<file path="config.mk">
export PLATFORM = sky130hd
export DESIGN_NAME = ser_out_fmt
export DESIGN_NICKNAME = d
export VERILOG_FILES = /design/src/rtl/sof_pkg.sv /design/src/rtl/sof_order.sv /design/src/rtl/sof_counter.sv /design/src/rtl/sof_sync.sv /design/src/rtl/ser_out_fmt.sv
export SDC_FILE = /design/constraint.sdc
export NUM_CORES = 1
export LEC_CHECK = 0
export BUFFER_PORTS_ARGS = -buffer_cell sky130_fd_sc_hd__clkbuf_2
export CELL_PAD_IN_SITES_DETAIL_PLACEMENT = 2
export CELL_PAD_IN_SITES_GLOBAL_PLACEMENT = 2
export CORE_ASPECT_RATIO = 1.1
export CORE_MARGIN = 2
export CORE_UTILIZATION = 32
export CTS_CLUSTER_SIZE = 20
export DETAILED_ROUTE_END_ITERATION = 16
export PLACE_DENSITY = 0.86
export REMOVE_ABC_BUFFERS = 1
export SETUP_SLACK_MARGIN = 0.15
export SYNTH_ARGS = -nofsm -noshare
export SYNTH_HDL_FRONTEND = slang
export SYNTH_SLANG_ARGS = --single-unit
</file>
<file path="constraint.sdc">
create_clock -name clk -period 1.8 [get_ports clk]
set_input_delay 0.09 -clock clk [delete_from_list [all_inputs] [get_ports clk]]
set_output_delay 0.09 -clock clk [all_outputs]
set_load 0.05 [all_outputs]
</file>
<file path="src/rtl/sof_pkg.sv">
package sof_pkg;
  typedef enum logic [1:0] {
    ST_IDLE = 2'd0,
    ST_PRE  = 2'd1,
    ST_DATA = 2'd2,
    ST_POST = 2'd3
  } sof_state_e;
endpackage

</file>
<file path="src/rtl/sof_order.sv">
// Maps input slots to send positions; a swap exchanges the last two positions.
module sof_order #(
  parameter int WORD_W    = 16,
  parameter int MAX_WORDS = 3
) (
  input  logic [MAX_WORDS*WORD_W-1:0] words_in,
  input  logic                        swap,
  output logic [MAX_WORDS*WORD_W-1:0] words_out
);
  localparam int POS_A = MAX_WORDS - 2;
  localparam int POS_B = MAX_WORDS - 1;

  for (genvar s = 0; s < MAX_WORDS; s++) begin : g_slot
    if (s == POS_A) begin : g_a
      assign words_out[s*WORD_W +: WORD_W] =
        swap ? words_in[POS_B*WORD_W +: WORD_W] : words_in[s*WORD_W +: WORD_W];
    end else if (s == POS_B) begin : g_b
      assign words_out[s*WORD_W +: WORD_W] =
        swap ? words_in[POS_A*WORD_W +: WORD_W] : words_in[s*WORD_W +: WORD_W];
    end else begin : g_keep
      assign words_out[s*WORD_W +: WORD_W] = words_in[s*WORD_W +: WORD_W];
    end
  end
endmodule

</file>
<file path="src/rtl/sof_counter.sv">
// Bit-within-word and word-within-frame position counters.
module sof_counter #(
  parameter int LEN_W = 4,
  parameter int CNT_W = 2
) (
  input  logic             clk,
  input  logic             rst_n,
  input  logic             clear,
  input  logic             step,
  input  logic [LEN_W-1:0] len_m1,
  input  logic [CNT_W-1:0] nw_m1,
  output logic [LEN_W-1:0] bit_idx,
  output logic [CNT_W-1:0] word_idx,
  output logic             last
);
  logic word_end;

  assign word_end = (bit_idx == len_m1);
  assign last     = word_end && (word_idx == nw_m1);

  always_ff @(posedge clk or negedge rst_n) begin
    if (!rst_n) begin
      bit_idx  <= '0;
      word_idx <= '0;
    end else if (clear) begin
      bit_idx  <= '0;
      word_idx <= '0;
    end else if (step) begin
      if (word_end) begin
        bit_idx  <= '0;
        word_idx <= word_idx + 1'b1;
      end else begin
        bit_idx <= bit_idx + 1'b1;
      end
    end
  end
endmodule

</file>
<file path="src/rtl/sof_sync.sv">
// Sync strobe level: active pulse XOR the captured inversion.
module sof_sync (
  input  logic active,
  input  logic inv,
  output logic sync_out
);
  assign sync_out = active ^ inv;
endmodule

</file>
<file path="src/rtl/ser_out_fmt.sv">
module ser_out_fmt #(
  parameter int WORD_W    = 16,
  parameter int MAX_WORDS = 3,
  parameter int LEN_W     = $clog2(WORD_W),
  parameter int CNT_W     = $clog2(MAX_WORDS + 1)
) (
  input  logic                        clk,
  input  logic                        rst_n,
  input  logic                        in_valid,
  output logic                        in_ready,
  input  logic [MAX_WORDS*WORD_W-1:0] in_words,
  input  logic [CNT_W-1:0]            cfg_nwords,
  input  logic                        cfg_swap,
  input  logic [LEN_W-1:0]            cfg_len_m1,
  input  logic                        cfg_early,
  input  logic                        cfg_sync_inv,
  output logic                        ser_data,
  output logic                        ser_sync
);
  import sof_pkg::*;

  localparam logic [LEN_W-1:0] MSB_POS  = LEN_W'(WORD_W - 1);
  localparam logic [CNT_W-1:0] MAX_CNT  = CNT_W'(MAX_WORDS);

  sof_state_e             st;
  logic [WORD_W-1:0]      words_q [MAX_WORDS];
  logic [MAX_WORDS*WORD_W-1:0] ordered;
  logic [CNT_W-1:0]       nw_eff;
  logic [CNT_W-1:0]       nw_m1_q;
  logic [LEN_W-1:0]       len_m1_q;
  logic                   early_q;
  logic                   inv_q;
  logic [LEN_W-1:0]       bit_idx;
  logic [CNT_W-1:0]       word_idx;
  logic                   frame_last;
  logic                   step;

  assign in_ready = 1'b1;

  sof_order #(.WORD_W(WORD_W), .MAX_WORDS(MAX_WORDS)) u_order (
    .words_in  (in_words),
    .swap      (cfg_swap),
    .words_out (ordered)
  );

  always_comb begin
    if (cfg_nwords == '0)          nw_eff = CNT_W'(1);
    else if (cfg_nwords > MAX_CNT) nw_eff = MAX_CNT;
    else                           nw_eff = cfg_nwords;
  end

  assign step = (st == ST_DATA) && !in_valid;

  sof_counter #(.LEN_W(LEN_W), .CNT_W(CNT_W)) u_cnt (
    .clk      (clk),
    .rst_n    (rst_n),
    .clear    (in_valid),
    .step     (step),
    .len_m1   (len_m1_q),
    .nw_m1    (nw_m1_q),
    .bit_idx  (bit_idx),
    .word_idx (word_idx),
    .last     (frame_last)
  );

  always_ff @(posedge clk or negedge rst_n) begin
    if (!rst_n) begin
      nw_m1_q  <= '0;
      len_m1_q <= '0;
      early_q  <= 1'b0;
      inv_q    <= 1'b0;
    end else if (in_valid) begin
      nw_m1_q  <= nw_eff - 1'b1;
      len_m1_q <= cfg_len_m1;
      early_q  <= cfg_early;
      inv_q    <= cfg_sync_inv;
    end
  end

  for (genvar w = 0; w < MAX_WORDS; w++) begin : g_store
    always_ff @(posedge clk or negedge rst_n) begin
      if (!rst_n)        words_q[w] <= '0;
      else if (in_valid) words_q[w] <= ordered[w*WORD_W +: WORD_W];
    end
  end

  always_ff @(posedge clk or negedge rst_n) begin
    if (!rst_n) begin
      st <= ST_IDLE;
    end else if (in_valid) begin
      st <= cfg_early ? ST_PRE : ST_DATA;
    end else begin
      unique case (st)
        ST_PRE:  st <= ST_DATA;
        ST_DATA: if (frame_last) st <= early_q ? ST_IDLE : ST_POST;
        ST_POST: st <= ST_IDLE;
        default: st <= ST_IDLE;
      endcase
    end
  end

  always_comb begin
    ser_data = 1'b0;
    if (st == ST_DATA) ser_data = words_q[word_idx][MSB_POS - bit_idx];
  end

  sof_sync u_sync (
    .active   ((st == ST_PRE) || (st == ST_POST)),
    .inv      (inv_q),
    .sync_out (ser_sync)
  );
endmodule

</file>
# Word level (Yosys, flattened, before mapping)
# Cells that the tools add are included.
# word_totals
reg_bits	64
in_bits	60
out_inout_bits	3
wordCells	54
# classes
add_sub_neg	4
n_lt_le_gt_ge	3
eq_ne	6
muxes	21
n_bitwise	2
reduce_logical	8
# op_table
op	n
$mux 16	4
$bmux 16 s2	1
$mux 2	9
$mux 4	3
$lt 4x5->1 const B	1
$add 4x1->4 const B	1
$bmux 1 s4	1
$eq 2x2->1 const B	2
$eq 4x4->1	1
$pmux 2 s2	1
$reduce_bool 2->1	2
$sub 4x4->4 const A	1
$ge 3x3->1 const B	1
$ne 3x3->1 const B	1
$not 2->3	1
$add 2x1->2 const B	1
$eq 2x1->1 const B	1
$eq 2x2->1	1
$gt 2x2->1 const B	1
$logic_and 1x1->1	2
$logic_not 2->1	1
$mux 1	2
$reduce_and 2->1	1
$sub 2x1->2 const B	1
3 further kinds	3

# Logic depth before layout (Yosys ltp)
# Gate-level depths: netlist (run 1).
# depth
ltp_word	7
ltp_mapped	7
depth_no_buf	7

# Cells and area by module
# A second synthesis (run 1) with hierarchy kept.
# hier_totals
hier_cells	279
area_unflattened_um2	3802.4
# modules_own_cells
module	instances	cells_per_inst	area_per_inst_um2	seq_area_each_um2
ser_out_fmt	1	187	2733.9	1451.4
sof_order	1	52	664.4	0.0
sof_counter	1	39	395.4	150.1
sof_sync	1	1	8.8	0.0

# Worst setup path after synthesis (run 1)
# No wires, ideal clock.
# synth_timing
path_type	register to output
from	register u_cnt.bit_idx[0]
to	output ser_data
arrival_time_ns	2.116
required_time_ns	1.710
path_slack_ns	-0.406
stages_incl_launch_ff	8
path_buffers	2
path_cell_list	dfrtp_1 > clkbuf_8 > buf_2 > nor2_1 > a22oi_1 > nand3_1 > a211o_2 > a31oi_1
# synth_via
elab_chain_cells	4
# synth_rtl
item	line	source
start: declaration	sof_counter.sv:12	output logic [LEN_W-1:0] bit_idx,
start signal: assignment	sof_counter.sv:33	bit_idx <= bit_idx + 1'b1;
$sub 4x4->4	ser_out_fmt.sv:104	if (st == ST_DATA) ser_data = words_q[word_idx][MSB_POS - bit_idx];
$bmux 1 s4	ser_out_fmt.sv:104	
$mux 1 (implied by the code)	ser_out_fmt.sv:104	
$mux 1	ser_out_fmt.sv:104	
end: declaration	ser_out_fmt.sv:17	output logic ser_data,
# Every way passes these cells. The select of a mux whose other input is x is not followed.

# Worst setup path in the final report (run 1)
# Ends and elaborated chain as after synthesis.

==> out/metrics.csv, run 1 <==
stage;metric;value;unit
power_and_ir_drop;ir_drop;472.1;uV
clock_network;clk_path_buf_depth;2;
place;dp_hpwl;6.792;mm
min_path;hold_path_class;in2reg;
floorplanning;die_h;111.8;um
setup_path;worst-path-max-fanout;6;
place;gp_congestion;0.7467;
routing;drt_iter0_drc;110;
timing;min_period_over_period;130.2;%
global_routing;grtUsageMet3;4.143;%
yosys;yosysSeqAreaShare;47.37;%
floorplanning;io_pins;63;
routing;vias_per_cell;5.060;
clock_network;insertion_delay;0.33;ns
routing;wl_per_cell;21.35;um
yosys;synthesis.area;0.003381;mm2
setup_path;cp-start-kind;flop;
setup_path;worstPathRequired;1.71;ns
layout;syn_to_final_growth;32.75;%
place;io_buffers;61;
clock_network;clkSinkCount;64;
global_routing;grt_first_pass_wirelength;17.30;mm
layout;drive_gt1_share;36.55;%
clock_network;numCtsBuffers;9;
clock_network;htreeDepth;3;
yosys;avgSynthCellArea;11.23;um2
yosys;ys.flop_type;dfrtp_1;
layout;diodes;0;
timing;fin_ws;-0.5434;ns
job;drv_cap;0;
floorplanning;core_area;0.01034;mm2
yosys;synth-edff-count;0;
timing;period_minus_slack;2.343;ns
setup_path;cpMaxStageDelayCell;mux4_2;
global_routing;grt_overflow;0;
yosys;synth_cells;301;
layout;post-route-util;43.38;%
setup_path;crit_arrival;2.25;ns
global_routing;use_met2;36.80;%
global_routing;globalRouteTotalUtil;20.45;%
yosys;yosys_warnings;0;
floorplanning;chipWidth;102;um
yosys;yosys.area.top_type;dfrtp_1;
yosys;synth.top_cell.area_share;47.37;%
clock_network;cts-root-buf;clkbuf_16;
floorplanning;fp-row-count;39;
yosys;netlist_top_cells_area;dfrtp_1, mux2i_1, mux2_2, a21oi_1, mux4_2;
layout;final_cell_mix;dfrtp_1, clkbuf_2, mux2i_1, nor2_1, a21oi_1;
timing;max_freq;426.7;MHz
routing;drc;0;
setup_path;end_kind;output port;
timing;holdWs;0.003401;ns
timing;hold_viol_final;0;
global_routing;grt_max_degree;69;
layout;mostFrequentLayoutCell;dfrtp_1;
routing;first_pass_iters;4;
setup_path;worstSetupPathType;reg2out;
timing;maxSlewViolCount;0;
yosys;ys_types;39;
timing;rsz0062_at_grt;true;
setup_path;slowest_delay;0.52;ns
clock_network;clk_pin_slew;0.05;ns
floorplanning;initial_core_util;32.68;%
routing;vias;2717;
timing;setup_viol;5;
layout;finalNetCount;455;
outcome;violations;negative setup slack;
global_routing;grt_pass1_vias;3136;
clock_network;cts_tree;built;
global_routing;antenna_found_initial;0;
routing;detail-route-antenna-nets;0;
timing;fin_skew;0.007230;ns
global_routing;top_usage_layer;met2;
global_routing;use_met1;23.22;%
yosys;synth-async-reset-ratio;100.0;%
timing;timing.setup.tns;-0.7769;ns
outcome;status;complete, but fails checks;
routing;drt-total-wl;11.46;mm
power_and_ir_drop;total_leakage_power;0.002021;uW
layout;nFillCells;1129;
power_and_ir_drop;power_density;961.9;mW/mm2
setup_path;crit_chain;buf_4, mux4_2, mux2i_1, nand3b_1, nand4_1, a31oi_4, buf_8;
floorplanning;dieArea;0.01140;mm2
yosys;synth_seq_cells;64;
[path summary, 6_finish.rpt]
path / depth (start not counted) / slack, ns / startpoint / end
min in group asynchronous: 3 / 0.31 / rst_n / words_q[6]$_DFFE_PN0P_
min: 2 / 0.003 / cfg_len_m1[1] / len_m1_q[1]$_DFFE_PN0P_
min reg2reg: 1 / 0.51 / words_q[39]$_DFFE_PN0P_ / words_q[39]$_DFFE_PN0P_
max reg2reg: 7 / -0.10 / u_cnt.bit_idx[0]$_DFFE_PN0P_ / u_cnt.word_idx[1]$_DFFE_PN0P_
max in group asynchronous: 3 / 1.17 / rst_n / u_cnt.bit_idx[1]$_DFFE_PN0P_
max: 7 / -0.54 / u_cnt.bit_idx[0]$_DFFE_PN0P_ / ser_data
[synth_stat cells, drive strengths merged (2+ instances only)]
library cell,instances
buf,14
clkbuf,11
a22oi,3
nand3,7
nand3b,3
nor2b,2
nand2,5
a21oi,37
mux2i,45
mux2,21
dfrtp,64
ha,4
inv,6
a211oi,2
nand2b,3
mux4,8
o21ai,2
nor2,43
xor2,6
xnor2,3
[metal layers]
layer	wire length [um]	vias up	share of wire, %
met5	0	-	0
li1	-	1234	-
met4	356	0	3.1
met2	6325	70	55
met3	342	23	3.0
met1	4440	1390	39
[state kept, by name (all words and copies together) (netlist names)]
signal          count
words_q            48
inv_q               1
u_cnt.word_idx      2
u_cnt.bit_idx       4
st                  2
nw_m1_q             2
early_q             1
len_m1_q            4
[cell type report]
type	instances	area, um2	area share [%]
clock buffer	11	252.7	5.631
clock inverter	3	42.54	0.9479
inverter	6	22.52	0.5018
multi-input combinational	206	1653	36.83
sequential	64	1605	35.77
tap	143	178.9	3.987
timing repair buffer	104	733.2	16.34
[critical path, delay by kind of cell, from the launching register on]
kind | cells | cell delay [ns]
buffers and inverters | 2 | 0.36
muxes | 2 | 0.72
AOI/OAI and AO/OA | 1 | 0.07
and+or+nand+nor | 2 | 0.32
DFF | 1 | 0.44
[power breakdown]
group / leakage (uW) / internal, uW / switching (uW)
Clock: 0.000143 / 1130 / 614
Sequential: 0.000743 / 1580 / 127
Combinational: 0.00114 / 414 / 451
[repair_timing]
action,in CTS,in global routing
resized for setup,10,9
hold buffers,15,1
cloned,0,0
hold endpoints to repair,78,1
pin swaps,5,5
setup buffers,1,4
setup endpoints to repair,9,10
[stage by stage]
stage | instances | setup slack, ns | power (uW) | area, um2
floorplan | 276 | -0.6226 | 2077 | 3237
global placement | 502 | -0.1103 | 2394 | 3924
detailed placement | 502 | -0.1650 | 2451 | 3924
CTS | 532 | -0.4029 | 4280 | 4424
global route | 537 | -0.6276 | 4502 | 4488
finish | 537 | -0.5434 | 4317 | 4488
[cell families (layout without fill, tap and decap cells)]
family | after synthesis | after routing | synth area share (%)
AO/OA/AOI/OAI | 50 | 50 | 8.290
XOR/XNOR | 9 | 9 | 2.554
adder cells (fa/ha/maj) | 4 | 4 | 1.480
buffers and inverters | 31 | 124 | 4.922
flip-flops | 64 | 64 | 47.37
multiplexers | 74 | 74 | 25.65
other | 1 | 1 | 0.1109
AND/OR/NAND/NOR | 68 | 68 | 9.623
Note: power is estimated with default switching activity, not from simulation.
==> run 2, diff against run 1 <==
--- a/config.mk
+++ b/config.mk
@@ -5,17 +5,19 @@
 export SDC_FILE = /design/constraint.sdc
 export NUM_CORES = 1
 export LEC_CHECK = 0
+export ABC_AREA = 1
 export BUFFER_PORTS_ARGS = -buffer_cell sky130_fd_sc_hd__clkbuf_2
 export CELL_PAD_IN_SITES_DETAIL_PLACEMENT = 2
 export CELL_PAD_IN_SITES_GLOBAL_PLACEMENT = 2
 export CORE_ASPECT_RATIO = 1.1
 export CORE_MARGIN = 2
-export CORE_UTILIZATION = 32
+export CORE_UTILIZATION = 28
 export CTS_CLUSTER_SIZE = 20
 export DETAILED_ROUTE_END_ITERATION = 16
 export PLACE_DENSITY = 0.86
 export REMOVE_ABC_BUFFERS = 1
 export SETUP_SLACK_MARGIN = 0.15
+export SLEW_MARGIN = 10
 export SYNTH_ARGS = -nofsm -noshare
 export SYNTH_HDL_FRONTEND = slang
 export SYNTH_SLANG_ARGS = --single-unit
==> out/metrics.csv, run 2 <==
stage;metric;value;unit
clock_network;clk_pin_slew;0.06;ns
clock_network;htreeDepth;3;
routing;first_pass_iters;4;
outcome;violations;negative hold slack, negative setup slack;
floorplanning;die_h;120.6;um
floorplanning;chipWidth;110.0;um
clock_network;cts_tree;built;
place;dp_hpwl;7.919;mm
timing;relSlewSlack;66.45;%
floorplanning;core_area;0.01203;mm2
place;io_buffers;61;
yosys;yosysSeqAreaShare;46.29;%
routing;vias_per_cell;5.044;
job;drv_cap;0;
timing;period_minus_slack;2.128;ns
global_routing;antenna_found_initial;0;
timing;maxSlewViolCount;0;
routing;detail-route-antenna-nets;0;
yosys;synth.top_cell.area_share;46.29;%
yosys;ys.flop_type;dfrtp_1;
min_path;hold_path_class;in2reg;
place;place_inst;666;
setup_path;end_kind;output port;
floorplanning;io_pins;63;
yosys;synth_most_common_cell;nand2_1;
yosys;synthTopCellsByCount;nand2_1, dfrtp_1, nand3_1;
setup_path;crit_arrival;2.04;ns
global_routing;grt_first_pass_wirelength;22.58;mm
yosys;avgSynthCellArea;7.361;um2
layout;post-route-util;39.62;%
yosys;yosys_warnings;0;
layout;final_cell_mix;nand2_1, dfrtp_1, clkbuf_2, nor2_1, inv_1;
setup_path;worstPathRequired;1.71;ns
timing;min_period_over_period;118.2;%
timing;rsz0062_at_grt;true;
clock_network;numCtsBuffers;9;
power_and_ir_drop;power_density;1149;mW/mm2
timing;max_freq;470.0;MHz
routing;drt_iter0_drc;175;
layout;top_regs;words_q x48, len_m1_q x4, u_cnt.bit_idx x4;
layout;diodes;0;
timing;setup_viol;1;
yosys;synth-edff-count;0;
yosys;synth_cells;470;
floorplanning;fp-row-count;42;
timing;hold_viol_final;1;
power_and_ir_drop;ir_drop;478.6;uV
setup_path;worst-path-max-fanout;5;
outcome;status;complete, but fails checks;
place;gp_congestion;0.8384;
timing;holdWs;-0.002911;ns
yosys;synth_seq_cells;64;
setup_path;cp-start-kind;flop;
clock_network;clk_path_buf_depth;2;
layout;finalNetCount;618;
timing;timing.setup.tns;-0.3276;ns
yosys;netlist_top_cells_area;dfrtp_1, nand2_1, nand3_1, nor2_1, o211ai_1;
timing;fin_ws;-0.3276;ns
yosys;ys_types;27;
floorplanning;initial_core_util;28.75;%
power_and_ir_drop;total_leakage_power;0.002370;uW
layout;largest_reg_flops;48;
timing;tightestPinTransition;0.5032;ns
routing;wl_per_cell;20.01;um
layout;mostFrequentLayoutCell;nand2_1;
global_routing;globalRouteTotalUtil;22.79;%
setup_path;worstSetupPathType;reg2out;
layout;drive_gt1_share;25.99;%
clock_network;clkSinkCount;64;
clock_network;cts-root-buf;clkbuf_16;
layout;max_flop_register;words_q;
global_routing;grt_max_degree;65;
routing;vias;3591;
routing;drt-total-wl;14.24;mm
floorplanning;dieArea;0.01326;mm2
place;pre_cts_slack;-0.04500;ns
clock_network;insertion_delay;0.34;ns
layout;syn_to_final_growth;37.83;%
global_routing;grt_pass1_vias;4125;
yosys;synthesis.area;0.003460;mm2
yosys;synth-async-reset-ratio;100.0;%
routing;drc;0;
global_routing;grt_overflow;0;
timing;fin_skew;0.008439;ns
layout;layout.cells.non_filler;712;
yosys;yosys.area.top_type;dfrtp_1;
-- run 2: power breakdown --
part           internal, uW  switching (uW)  leakage (uW)
sequential             1610             182      0.000769
combinational           690            1150       0.00145
clock                  1200             655      0.000149
total                  3500            1980       0.00237
-- run 2: area by class of cell --
class	instances	area (um2)
clock buffers	11	232.7
repair buffers	102	755.7
well taps	154	192.7
clock inverters	4	70.07
fillers	1363	7266
inverters	31	123.9
multi-input cells	345	1778
flip-flops and latches	64	1604
repair inverters	1	11.26
-- run 2: stage by stage --
step,area [um2],power (uW),hold slack [ns]
5_1_grt,4768,5739,0.01338
2_1_floorplan,3289,2508,-0.2056
4_1_cts,4710,5341,0.007326
3_5_place_dp,3895,3071,0.1396
6_report,4768,5480,-0.002911
3_3_place_gp,3895,2958,0.1417
-- run 2: timing repair --
item | in CTS | in global routing
endpoints found under the hold margin | 83 | 0
endpoints found under the setup margin | 3 | 10
gates resized for setup | 57 | 12
setup buffers | 8 | 1
gates cloned | 2 | 0
hold buffers | 20 | 0
pin swaps | 21 | 8
-- run 2: kinds of logic (layout without fill, tap and decap cells) --
kind of cell / after synthesis / in the layout / synth area share (%)
simple gates: 268 / 268 / 31.07
compound gates: 65 / 65 / 10.96
flops: 64 / 64 / 46.29
buf+inv: 61 / 149 / 8.355
xor+xnor: 7 / 7 / 1.772
fa+ha+maj: 4 / 4 / 1.447
other cells: 1 / 1 / 0.1084
-- run 2: final timing paths --
kind / start / cells after the start / slack, ns / to
worst min register to register: words_q[46]$_DFFE_PN0P_ / 2 / 0.50 / words_q[46]$_DFFE_PN0P_
worst max-delay path: u_cnt.bit_idx[0]$_DFFE_PN0P_ / 10 / -0.33 / ser_data
min in group asynchronous: rst_n / 3 / 0.32 / words_q[16]$_DFFE_PN0P_
max in group asynchronous: rst_n / 3 / 1.18 / u_cnt.word_idx[1]$_DFFE_PN0P_
worst max register to register: u_cnt.bit_idx[0]$_DFFE_PN0P_ / 8 / 0.07 / u_cnt.word_idx[1]$_DFFE_PN0P_
worst min-delay path: in_words[8] / 3 / -0.003 / words_q[40]$_DFFE_PN0P_
-- run 2: routing by layer --
layer | track usage, % | wire, um | vias up
met5 | 0 | 0 | -
met4 | 10.52 | 340 | 0
met3 | 3.827 | 439 | 23
met2 | 40.34 | 7609 | 69
met1 | 26.33 | 5854 | 1834
li1 | - | - | 1665
-- run 2: critical path, stage by stage (launching register included) --
cell	delay, ns
dfrtp_2	0.56
buf_8	0.19
nand2_1	0.09
nand3_2	0.10
nand3_2	0.08
nand3_2	0.09
nand3_1	0.08
nand2_1	0.07
nand2_1	0.09
nor2_2	0.17
buf_8	0.16
==> run 3, diff against run 2 <==
--- a/config.mk
+++ b/config.mk
@@ -17,6 +17,7 @@
 export PLACE_DENSITY = 0.86
 export REMOVE_ABC_BUFFERS = 1
 export SETUP_SLACK_MARGIN = 0.15
+export SKIP_LAST_GASP = 1
 export SLEW_MARGIN = 10
 export SYNTH_ARGS = -nofsm -noshare
 export SYNTH_HDL_FRONTEND = slang
==> out/metrics.csv, run 3 (synthesis results as in run 2) <==
stage;metric;value;unit
place;gp_congestion;0.8384;
global_routing;grt_overflow;0;
floorplanning;dieArea;0.01326;mm2
setup_path;end_kind;output port;
min_path;hold_path_class;in2reg;
setup_path;rr_worst_depth;11;
floorplanning;die_h;120.6;um
layout;final_cell_mix;nand2_1, dfrtp_1, clkbuf_2, nor2_1, nand3_2;
layout;final-seq-area;0.001605;mm2
clock_network;clkSinkCount;64;
layout;diodes;0;
timing;holdWs;-0.0007956;ns
min_path;worstHoldPathCells;3;
layout;mostFrequentLayoutCell;nand2_1;
global_routing;antenna_found_initial;0;
timing;fin_skew;0.004854;ns
timing;min_period_over_period;113.7;%
power_and_ir_drop;total_leakage_power;0.002397;uW
timing;fin_ws;-0.2471;ns
layout;multi_input_area;0.001828;mm2
min_path;min_from;in_words[8];
layout;layout.cells.non_filler;714;
layout;largest_reg_flops;48;
clock_network;clk_pin_slew;0.05;ns
layout;fin_area;0.004852;mm2
global_routing;grt_pass1_vias;4235;
layout;top_regs;words_q x48, len_m1_q x4, u_cnt.bit_idx x4;
timing;tightestPinTransition;0.5082;ns
timing;period_minus_slack;2.047;ns
outcome;status;complete, but fails checks;
routing;drt_iter0_drc;186;
setup_path;cp-start-kind;flop;
layout;nFillCells;1319;
clock_network;cts-root-buf;clkbuf_16;
routing;wl_per_cell;20.66;um
power_and_ir_drop;power_density;1166;mW/mm2
power_and_ir_drop;p_total;5659;uW
job;drv_cap;0;
setup_path;r2r_setup_slack;-0.11;ns
outcome;violations;negative hold slack, negative setup slack;
setup_path;worstPathRequired;1.71;ns
layout;finalNetCount;620;
power_and_ir_drop;ir_drop;460.2;uV
layout;drive_gt1_share;28.04;%
place;dp_hpwl;7.919;mm
layout;max_flop_register;words_q;
floorplanning;io_pins;63;
timing;maxSlewViolCount;0;
routing;vias_per_cell;5.120;
setup_path;r2r_start;u_cnt.bit_idx[0]$_DFFE_PN0P_;
setup_path;crit_arrival;1.96;ns
global_routing;grt_first_pass_wirelength;23.11;mm
routing;vias;3656;
routing;drc;0;
timing;max_freq;488.5;MHz
min_path;min_to;words_q[40]$_DFFE_PN0P_;
place;placed_cell_area;0.003895;mm2
floorplanning;initial_core_util;28.75;%
floorplanning;fp-row-count;42;
timing;relSlewSlack;66.12;%
place;pre_cts_slack;-0.04500;ns
setup_path;worstReg2RegEnd;u_cnt.bit_idx[3]$_DFFE_PN0P_;
clock_network;numCtsBuffers;9;
place;io_buffers;61;
routing;drt-total-wl;14.75;mm
setup_path;worst-path-max-fanout;6;
timing;hold_viol_final;1;
clock_network;clk_path_buf_depth;2;
routing;detail-route-antenna-nets;0;
global_routing;globalRouteTotalUtil;23.35;%
layout;syn_to_final_growth;40.25;%
timing;setup_viol;7;
floorplanning;core_area;0.01203;mm2
clock_network;cts_tree;built;
timing;rsz0062_at_grt;true;
setup_path;worstSetupPathType;reg2out;
floorplanning;chipWidth;110.0;um
routing;first_pass_iters;4;
clock_network;htreeDepth;3;
global_routing;grt_max_degree;65;
clock_network;insertion_delay;0.34;ns
place;place_inst;666;
## run 3: area by class of cell
| type | instances | share of cell area, % |
|---|---|---|
| tap | 154 | 3.971 |
| inverter | 31 | 2.604 |
| sequential | 64 | 33.08 |
| clock inverter | 4 | 1.444 |
| timing repair buffer | 104 | 16.19 |
| timing repair inverter | 1 | 0.2321 |
| multi-input combinational | 345 | 37.67 |
| clock buffer | 11 | 4.796 |
## run 3: timing repair
item	CTS	global route
buffers inserted	8	3
pin swaps	17	11
cloned	2	0
gates resized for setup	48	41
hold buffers	20	0
endpoints found under the hold margin	83	0
endpoints found under the setup margin	3	10
## run 3: worst max-delay path, stage by stage (launching register included)
cell and delay [ns]:
dfrtp_1 0.50, inv_1 0.32, nand3_2 0.15, nand3_2 0.09, nand3_2 0.08, nand2_2 0.10
nand2_2 0.07, nor2_4 0.15, buf_8 0.16
## run 3: worst max path at each step
stage	startpoint	endpoint	cells past startpoint
finish	u_cnt.bit_idx[3]$_DFFE_PN0P_	ser_data	8
floorplan	u_cnt.word_idx[1]$_DFFE_PN0P_	ser_data	9
detailed placement	u_cnt.bit_idx[0]$_DFFE_PN0P_	ser_data	10
global route	u_cnt.bit_idx[0]$_DFFE_PN0P_	ser_data	11
global placement	u_cnt.bit_idx[0]$_DFFE_PN0P_	ser_data	10
CTS	u_cnt.bit_idx[0]$_DFFE_PN0P_	ser_data	10
## run 3: stage by stage
step,setup TNS [ns],util (%)
2_1_floorplan,-0.1751,-
3_5_place_dp,-0.04500,32.37
5_1_grt,-0.9904,40.32
6_report,-0.5760,40.32
3_3_place_gp,0,32.37
4_1_cts,-0.2530,38.83
## run 3: power by group
group	internal [uW]	total [uW]	switching, uW
combinational	763	2020	1260
clock	1200	1850	651
sequential	1610	1790	179
total	3570	5660	2090
## run 3: layer usage
metal,global-route usage [%],vias to the layer above,part of all wire [%],routed length (um)
met3,4.043,32,3.6,538
met2,42.02,100,55,8092
met4,10.05,0,2.7,394
met1,26.60,1853,39,5724
met5,0,-,0,0
li1,-,1671,-,-
